$ cat src/rtl/xw_pkg.sv
package xw_pkg;
  localparam int unsigned AW       = 32;
  localparam int unsigned L1_IDX_W = 12;
  localparam int unsigned L2_IDX_W = 8;
  localparam int unsigned L1_ALIGN = 14;
  localparam int unsigned L2_ALIGN = 10;
  localparam int unsigned SZ_W     = 2;
  localparam int unsigned ELEM_W   = 2;
  localparam int unsigned SHIFT_MIN = 12;
  localparam int unsigned SHIFT_STEP = 4;

  typedef logic [AW-1:0] word_t;

  typedef enum logic [SZ_W-1:0] {
    PG_4K  = 2'd0,
    PG_64K = 2'd1,
    PG_1M  = 2'd2,
    PG_16M = 2'd3
  } pgsz_e;

  typedef enum logic [1:0] {
    FS_NONE = 2'd0,
    FS_LVL1 = 2'd1,
    FS_LVL2 = 2'd2
  } fstat_e;

  typedef enum logic [1:0] {
    DK_FAULT = 2'd0,
    DK_LEAF  = 2'd1,
    DK_TABLE = 2'd2
  } dkind_e;

  typedef struct packed {
    logic              endian;
    logic [ELEM_W-1:0] elem;
    logic              mixed;
  } attr_t;

  function automatic word_t l1_addr(input word_t base, input word_t va);
    word_t a;
    a = '0;
    a[AW-1:L1_ALIGN] = base[AW-1:L1_ALIGN];
    a[L1_ALIGN-1:2]  = va[AW-1:AW-L1_IDX_W];
    return a;
  endfunction

  function automatic word_t l2_addr(input word_t desc, input word_t va);
    word_t a;
    a = '0;
    a[AW-1:L2_ALIGN] = desc[AW-1:L2_ALIGN];
    a[L2_ALIGN-1:2]  = va[AW-L1_IDX_W-1:AW-L1_IDX_W-L2_IDX_W];
    return a;
  endfunction

  // page offset width grows by four bits per size code step
  function automatic int unsigned page_shift(input pgsz_e sz);
    return SHIFT_MIN + SHIFT_STEP * int'(sz);
  endfunction

  function automatic word_t merge_pa(input word_t desc, input word_t va, input pgsz_e sz);
    word_t m;
    m = (word_t'(1) << page_shift(sz)) - word_t'(1);
    return (desc & ~m) | (va & m);
  endfunction

  function automatic attr_t attr_lvl1(input word_t d);
    attr_t r;
    r.endian = d[15];
    r.elem   = d[11:10];
    r.mixed  = d[17];
    return r;
  endfunction

  function automatic attr_t attr_lvl2(input word_t d);
    attr_t r;
    r.endian = d[9];
    r.elem   = d[5:4];
    r.mixed  = d[11];
    return r;
  endfunction
endpackage

$ cat src/rtl/xw_l1_decode.sv
module xw_l1_decode
  import xw_pkg::*;
(
  input  word_t  desc,
  input  word_t  va,
  output dkind_e kind,
  output pgsz_e  size,
  output attr_t  attr,
  output word_t  pa,
  output word_t  next_addr
);
  always_comb begin
    size = desc[18] ? PG_16M : PG_1M;
    unique case (desc[1:0])
      2'd2:    kind = DK_LEAF;
      2'd1:    kind = DK_TABLE;
      default: kind = DK_FAULT;
    endcase
  end

  assign attr      = attr_lvl1(desc);
  assign pa        = merge_pa(desc, va, size);
  assign next_addr = l2_addr(desc, va);
endmodule

$ cat src/rtl/xw_l2_decode.sv
module xw_l2_decode
  import xw_pkg::*;
(
  input  word_t  desc,
  input  word_t  va,
  output dkind_e kind,
  output pgsz_e  size,
  output attr_t  attr,
  output word_t  pa
);
  always_comb begin
    unique case (desc[1:0])
      2'd2: begin kind = DK_LEAF;  size = PG_4K;  end
      2'd1: begin kind = DK_LEAF;  size = PG_64K; end
      default: begin kind = DK_FAULT; size = PG_4K; end
    endcase
  end

  assign attr = attr_lvl2(desc);
  assign pa   = merge_pa(desc, va, size);
endmodule

$ cat src/rtl/xlat_walker.sv
module xlat_walker
  import xw_pkg::*;
(
  input  logic              clk,
  input  logic              rst_n,
  input  logic              req_valid,
  input  logic [AW-1:0]     req_va,
  output logic              req_ready,
  input  logic [AW-1:0]     tbl_base,
  output logic              mem_req,
  output logic [AW-1:0]     mem_addr,
  input  logic              mem_rsp_valid,
  input  logic [AW-1:0]     mem_rsp_data,
  output logic              res_valid,
  output logic [AW-1:0]     res_pa,
  output logic [SZ_W-1:0]   res_size,
  output logic              res_endian,
  output logic [ELEM_W-1:0] res_elem,
  output logic              res_mixed,
  output logic              fault_valid,
  output logic [AW-1:0]     fault_va,
  output logic [1:0]        fault_stat,
  input  logic              fault_ack
);
  typedef enum logic [2:0] {
    ST_IDLE, ST_L1_REQ, ST_L1_WAIT, ST_L2_REQ, ST_L2_WAIT, ST_FAULT
  } state_e;

  state_e state;
  word_t  va_q, base_q, l2a_q;
  attr_t  attr_q;
  pgsz_e  size_q;

  dkind_e k1, k2;
  pgsz_e  s1, s2;
  attr_t  a1, a2;
  word_t  pa1, pa2, nxt1;

  xw_l1_decode u_l1 (
    .desc(mem_rsp_data), .va(va_q), .kind(k1), .size(s1),
    .attr(a1), .pa(pa1), .next_addr(nxt1)
  );

  xw_l2_decode u_l2 (
    .desc(mem_rsp_data), .va(va_q), .kind(k2), .size(s2),
    .attr(a2), .pa(pa2)
  );

  // named events for the checker
  logic ev_accept, ev_l1_rsp, ev_l2_rsp, ev_final_rsp;
  assign ev_accept    = req_valid && (state == ST_IDLE);
  assign ev_l1_rsp    = mem_rsp_valid && (state == ST_L1_WAIT);
  assign ev_l2_rsp    = mem_rsp_valid && (state == ST_L2_WAIT);
  assign ev_final_rsp = ev_l2_rsp || (ev_l1_rsp && (k1 != DK_TABLE));

  assign req_ready = (state == ST_IDLE);
  assign mem_req   = (state == ST_L1_REQ) || (state == ST_L2_REQ);
  assign mem_addr  = (state == ST_L2_REQ) ? l2a_q : l1_addr(base_q, va_q);

  assign res_size   = size_q;
  assign res_endian = attr_q.endian;
  assign res_elem   = attr_q.elem;
  assign res_mixed  = attr_q.mixed;

  always_ff @(posedge clk or negedge rst_n) begin
    if (!rst_n) begin
      state       <= ST_IDLE;
      va_q        <= '0;
      base_q      <= '0;
      l2a_q       <= '0;
      res_valid   <= 1'b0;
      res_pa      <= '0;
      size_q      <= PG_4K;
      attr_q      <= '0;
      fault_valid <= 1'b0;
      fault_va    <= '0;
      fault_stat  <= FS_NONE;
    end else begin
      res_valid <= 1'b0;
      unique case (state)
        ST_IDLE: if (req_valid) begin
          va_q   <= req_va;
          base_q <= tbl_base;
          state  <= ST_L1_REQ;
        end
        ST_L1_REQ: state <= ST_L1_WAIT;
        ST_L1_WAIT: if (mem_rsp_valid) begin
          unique case (k1)
            DK_LEAF: begin
              res_valid <= 1'b1;
              res_pa    <= pa1;
              size_q    <= s1;
              attr_q    <= a1;
              state     <= ST_IDLE;
            end
            DK_TABLE: begin
              l2a_q <= nxt1;
              state <= ST_L2_REQ;
            end
            default: begin
              fault_valid <= 1'b1;
              fault_va    <= va_q;
              fault_stat  <= FS_LVL1;
              state       <= ST_FAULT;
            end
          endcase
        end
        ST_L2_REQ: state <= ST_L2_WAIT;
        ST_L2_WAIT: if (mem_rsp_valid) begin
          if (k2 == DK_LEAF) begin
            res_valid <= 1'b1;
            res_pa    <= pa2;
            size_q    <= s2;
            attr_q    <= a2;
            state     <= ST_IDLE;
          end else begin
            fault_valid <= 1'b1;
            fault_va    <= va_q;
            fault_stat  <= FS_LVL2;
            state       <= ST_FAULT;
          end
        end
        ST_FAULT: if (fault_ack) begin
          fault_valid <= 1'b0;
          fault_stat  <= FS_NONE;
          state       <= ST_IDLE;
        end
        default: state <= ST_IDLE;
      endcase
    end
  end
endmodule

$ cat config.mk
export PLATFORM = sky130hd
export DESIGN_NAME = xlat_walker
export DESIGN_NICKNAME = d
export VERILOG_FILES = /design/src/rtl/xw_pkg.sv /design/src/rtl/xw_l1_decode.sv /design/src/rtl/xw_l2_decode.sv /design/src/rtl/xlat_walker.sv
export SDC_FILE = /design/constraint.sdc
export NUM_CORES = 1
export LEC_CHECK = 0
export ABC_AREA = 1
export BUFFER_PORTS_ARGS = -buffer_cell sky130_fd_sc_hd__buf_4
export CORE_UTILIZATION = 45
export CTS_CLUSTER_DIAMETER = 100
export CTS_CLUSTER_SIZE = 10
export DETAILED_ROUTE_END_ITERATION = 8
export GPL_TIMING_DRIVEN = 0
export PLACE_DENSITY_LB_ADDON = 0.15
export SETUP_SLACK_MARGIN = 0.5
export SLEW_MARGIN = 20
export SYNTH_ARGS = -nofsm -noshare
export SYNTH_HDL_FRONTEND = slang
export SYNTH_SLANG_ARGS = --single-unit
$ cat constraint.sdc
create_clock -name clk -period 3.72 [get_ports clk]
set_input_delay 0.372 -clock clk [delete_from_list [all_inputs] [get_ports clk]]
set_output_delay 0.372 -clock clk [all_outputs]
set_load 0.05 [all_outputs]
==> summary.txt <==
antenna diode instance count - 0
transition time of the tightest slew-check pin - 0.6274 ns
clock-pin transition on the worst setup and hold timing paths - 0.06 ns
combined global-route utilization of all metal layers - 25.36%
Post-CTS Setup Inserts - 0
final routed wirelength across all metal layers - 19020 µm
endpoint required time on the critical path - 3.35 ns
worst-case reg-to-reg path depth - 7
clock tree from TritonCTS - done
final-layout setup total negative slack - 0 ns
Die Outline Area - 15470 µm²
first element of the critical path - state[1]
fin util - 62.02%
r2r startpoint - state[0]
DR iter-0 viols - 414
total number of vias - 5785
data arrival time of the worst path - 2.25 ns
total of flip-flops plus latches after synthesis - 157
Syn Inst Count - 753
Post-Syn Area per Cell - 8.951 µm²
type of destination of the critical path - output port
cell leakage power - 0.004833 µW
final slew viol count - 0
maximum level of the CTS H-tree - 4
clock latency on the worst-skew pair - 0.42 ns
top library cells by usage in the layout, fill and taps aside - nand2_1, buf_4, dfrtp_1
worst hold margin - 0.1612 ns
run status - completed
met3 routed WL - 1279 µm
amount of wire on met2 after detailed routing - 8977 µm
worst ir drop on vdd - 0.4429 mV
post-detailed-route via-to-cell ratio - 4.991
global-route wire length before repair - 30240 µm
Routed met1 length - 8420 µm
area occupied by registers - 3929 µm²
DP HPWL - 13730 µm
maximum fanout encountered on the critical timing path - 10
Post-route DRC - 0
library cells used by synthesis - 26
final hold violation count - 0
worst-case setup slack after placement - 1.585 ns
Fmax achieved - 381.4 MHz
relative max-transition margin - 58.18%
post-synth design cell area - 6740 µm²
count of pins on the block boundary - 209
number of buffers between clock root and the deepest sink - 2
RSZ-0062 raised after global routing - no
root buffer selected by CTS - clkbuf_16
total core area - 14590 µm²
startpoint of the lowest-slack hold path - fault_ack
top sig layer - met4
Cells on Worst Hold Path - 2
commonest non-fill, non-tap cell in the layout - nand2_1
count of max-cap constraint violations - 0
clk_skew - 0.005340 ns
row count - 44
final critical-path required period - 2.622 ns
Filler cells - 1326
aggregate global routing overflow - 0
final antenna-violating net count - 0
Inserted Clock Buffers - 17
worst-case register-to-register setup slack - 1.97 ns
count of yosys warnings during synthesis - 0
total area of multi-input combinational cells - 2312 µm²
number of antenna violations at the first check in global routing - 0
horizontal extent of the die - 124.4 µm
type of the most critical hold path - in2reg
weighted congestion reported at the end of routability-driven placement - 0.8229
sequential element share of the synthesized area - 58.29%
largest net degree at the start of global routing - 83
Pwr per Cell Area - 1080 nW/µm²
vias in the first global route - 5654
floorplan die height - 124.4 µm
startpoint-to-endpoint class of the critical path - reg2out
iteration count of the initial detailed-routing pass - 4
Layout area overhead - 34.23%
number of setup violations in the final report - 0
average wire per cell in the routed design - 16.41 µm
kind of start point of the critical path - flip-flop
fraction of the cycle the final worst path needs - 70.48%
worst path setup slack after routing - 1.098 ns
fraction of final layout cells sized beyond drive strength 1 - 28.72%
initial standard-cell utilization of the core - 46.20%
total clock sinks - 157
# nets final - 1067
port bufs - 187
layer usage:
layer  up-vias  global-route usage, %
met5         -                      0
met4         0                  8.930
met3        23                  6.658
met2       189                  39.71
met1      2742                  34.05
li1       2831                      -
layout make-up:
cell class / instances / share of cell area, %
Multi-Input combinational cell: 488 / 25.56
Inverter: 64 / 2.655
Timing Repair Buffer: 189 / 16.01
Sequential cell: 157 / 43.42
Clock inverter: 12 / 1.742
Tap cell: 184 / 2.545
Buffer: 45 / 2.904
Clock buffer: 20 / 5.158
worst paths after layout:
check | to
setup / recovery | mem_addr[5]
hold / removal | state[0]
setup reg to reg | va_q[11]
hold reg to reg | base_q[25]
max in group asynchronous | res_pa[31]
min in group asynchronous | base_q[17]
stage by stage:
stage | area, µm² | instances | total power (µW)
6_report | 9047 | 1159 | 9773
3_3_place_gp | 8378 | 1125 | 7878
4_1_cts | 9047 | 1159 | 9820
3_5_place_dp | 8413 | 1126 | 7965
5_1_grt | 9047 | 1159 | 10280
2_1_floorplan | 6744 | 754 | 6328
worst max-delay path, cell delays in order, from the launching register on:
cell and delay (ns):
dfrtp_1 0.42, inv_1 0.14, nor2_4 0.13, nand2_2 0.15, buf_2 0.26, buf_2 0.23
a21oi_1 0.24, buf_4 0.24
kinds of logic after synthesis:
family,after synthesis,share of synthesized area [%]
buf+inv,109,7.462
flops,157,58.29
other cells,1,0.05564
mux,18,3.007
simple gates,296,17.84
compound gates,168,12.60
fa+ha+maj,4,0.7426
power by group:
group / leakage (µW) / internal, µW / switching [µW] / total [µW]
logic: 0.00261 / 1460 / 3550 / 5010
clock network: 0.000299 / 1110 / 714 / 1830
registers: 0.00192 / 2500 / 433 / 2940
registers in the layout, summed over array words and instances (netlist names):
| register | cells |
|---|---|
| fault_va | 32 |
| res_pa | 32 |
| va_q | 32 |
| l2a_q | 30 |
| base_q | 18 |
| state | 3 |
| fault_stat | 2 |
| res_elem | 2 |
| res_size | 2 |
| fault_valid | 1 |
| res_endian | 1 |
| res_mixed | 1 |
| res_valid | 1 |
synthesized netlist by cell type, drive strengths merged:
cell type,count,share of area (%)
a211oi,1,0.11
a21oi,44,3.3
buf,32,3.2
clkbuf,13,0.72
conb,1,0.056
dfrtp,157,58
ha,4,0.74
inv,64,3.6
mux2,18,3.0
nand2,213,12
nand3,29,2.3
nand4,1,0.093
nor2,53,3.2
o21a,1,0.11
o21ai,122,9.1
repair_timing:
action                    4_1_cts  5_1_grt
hold endpoints to repair       81        0
hold buffers                    1        0
gates resized for setup         0        0
(Power assumes the default switching activity.)
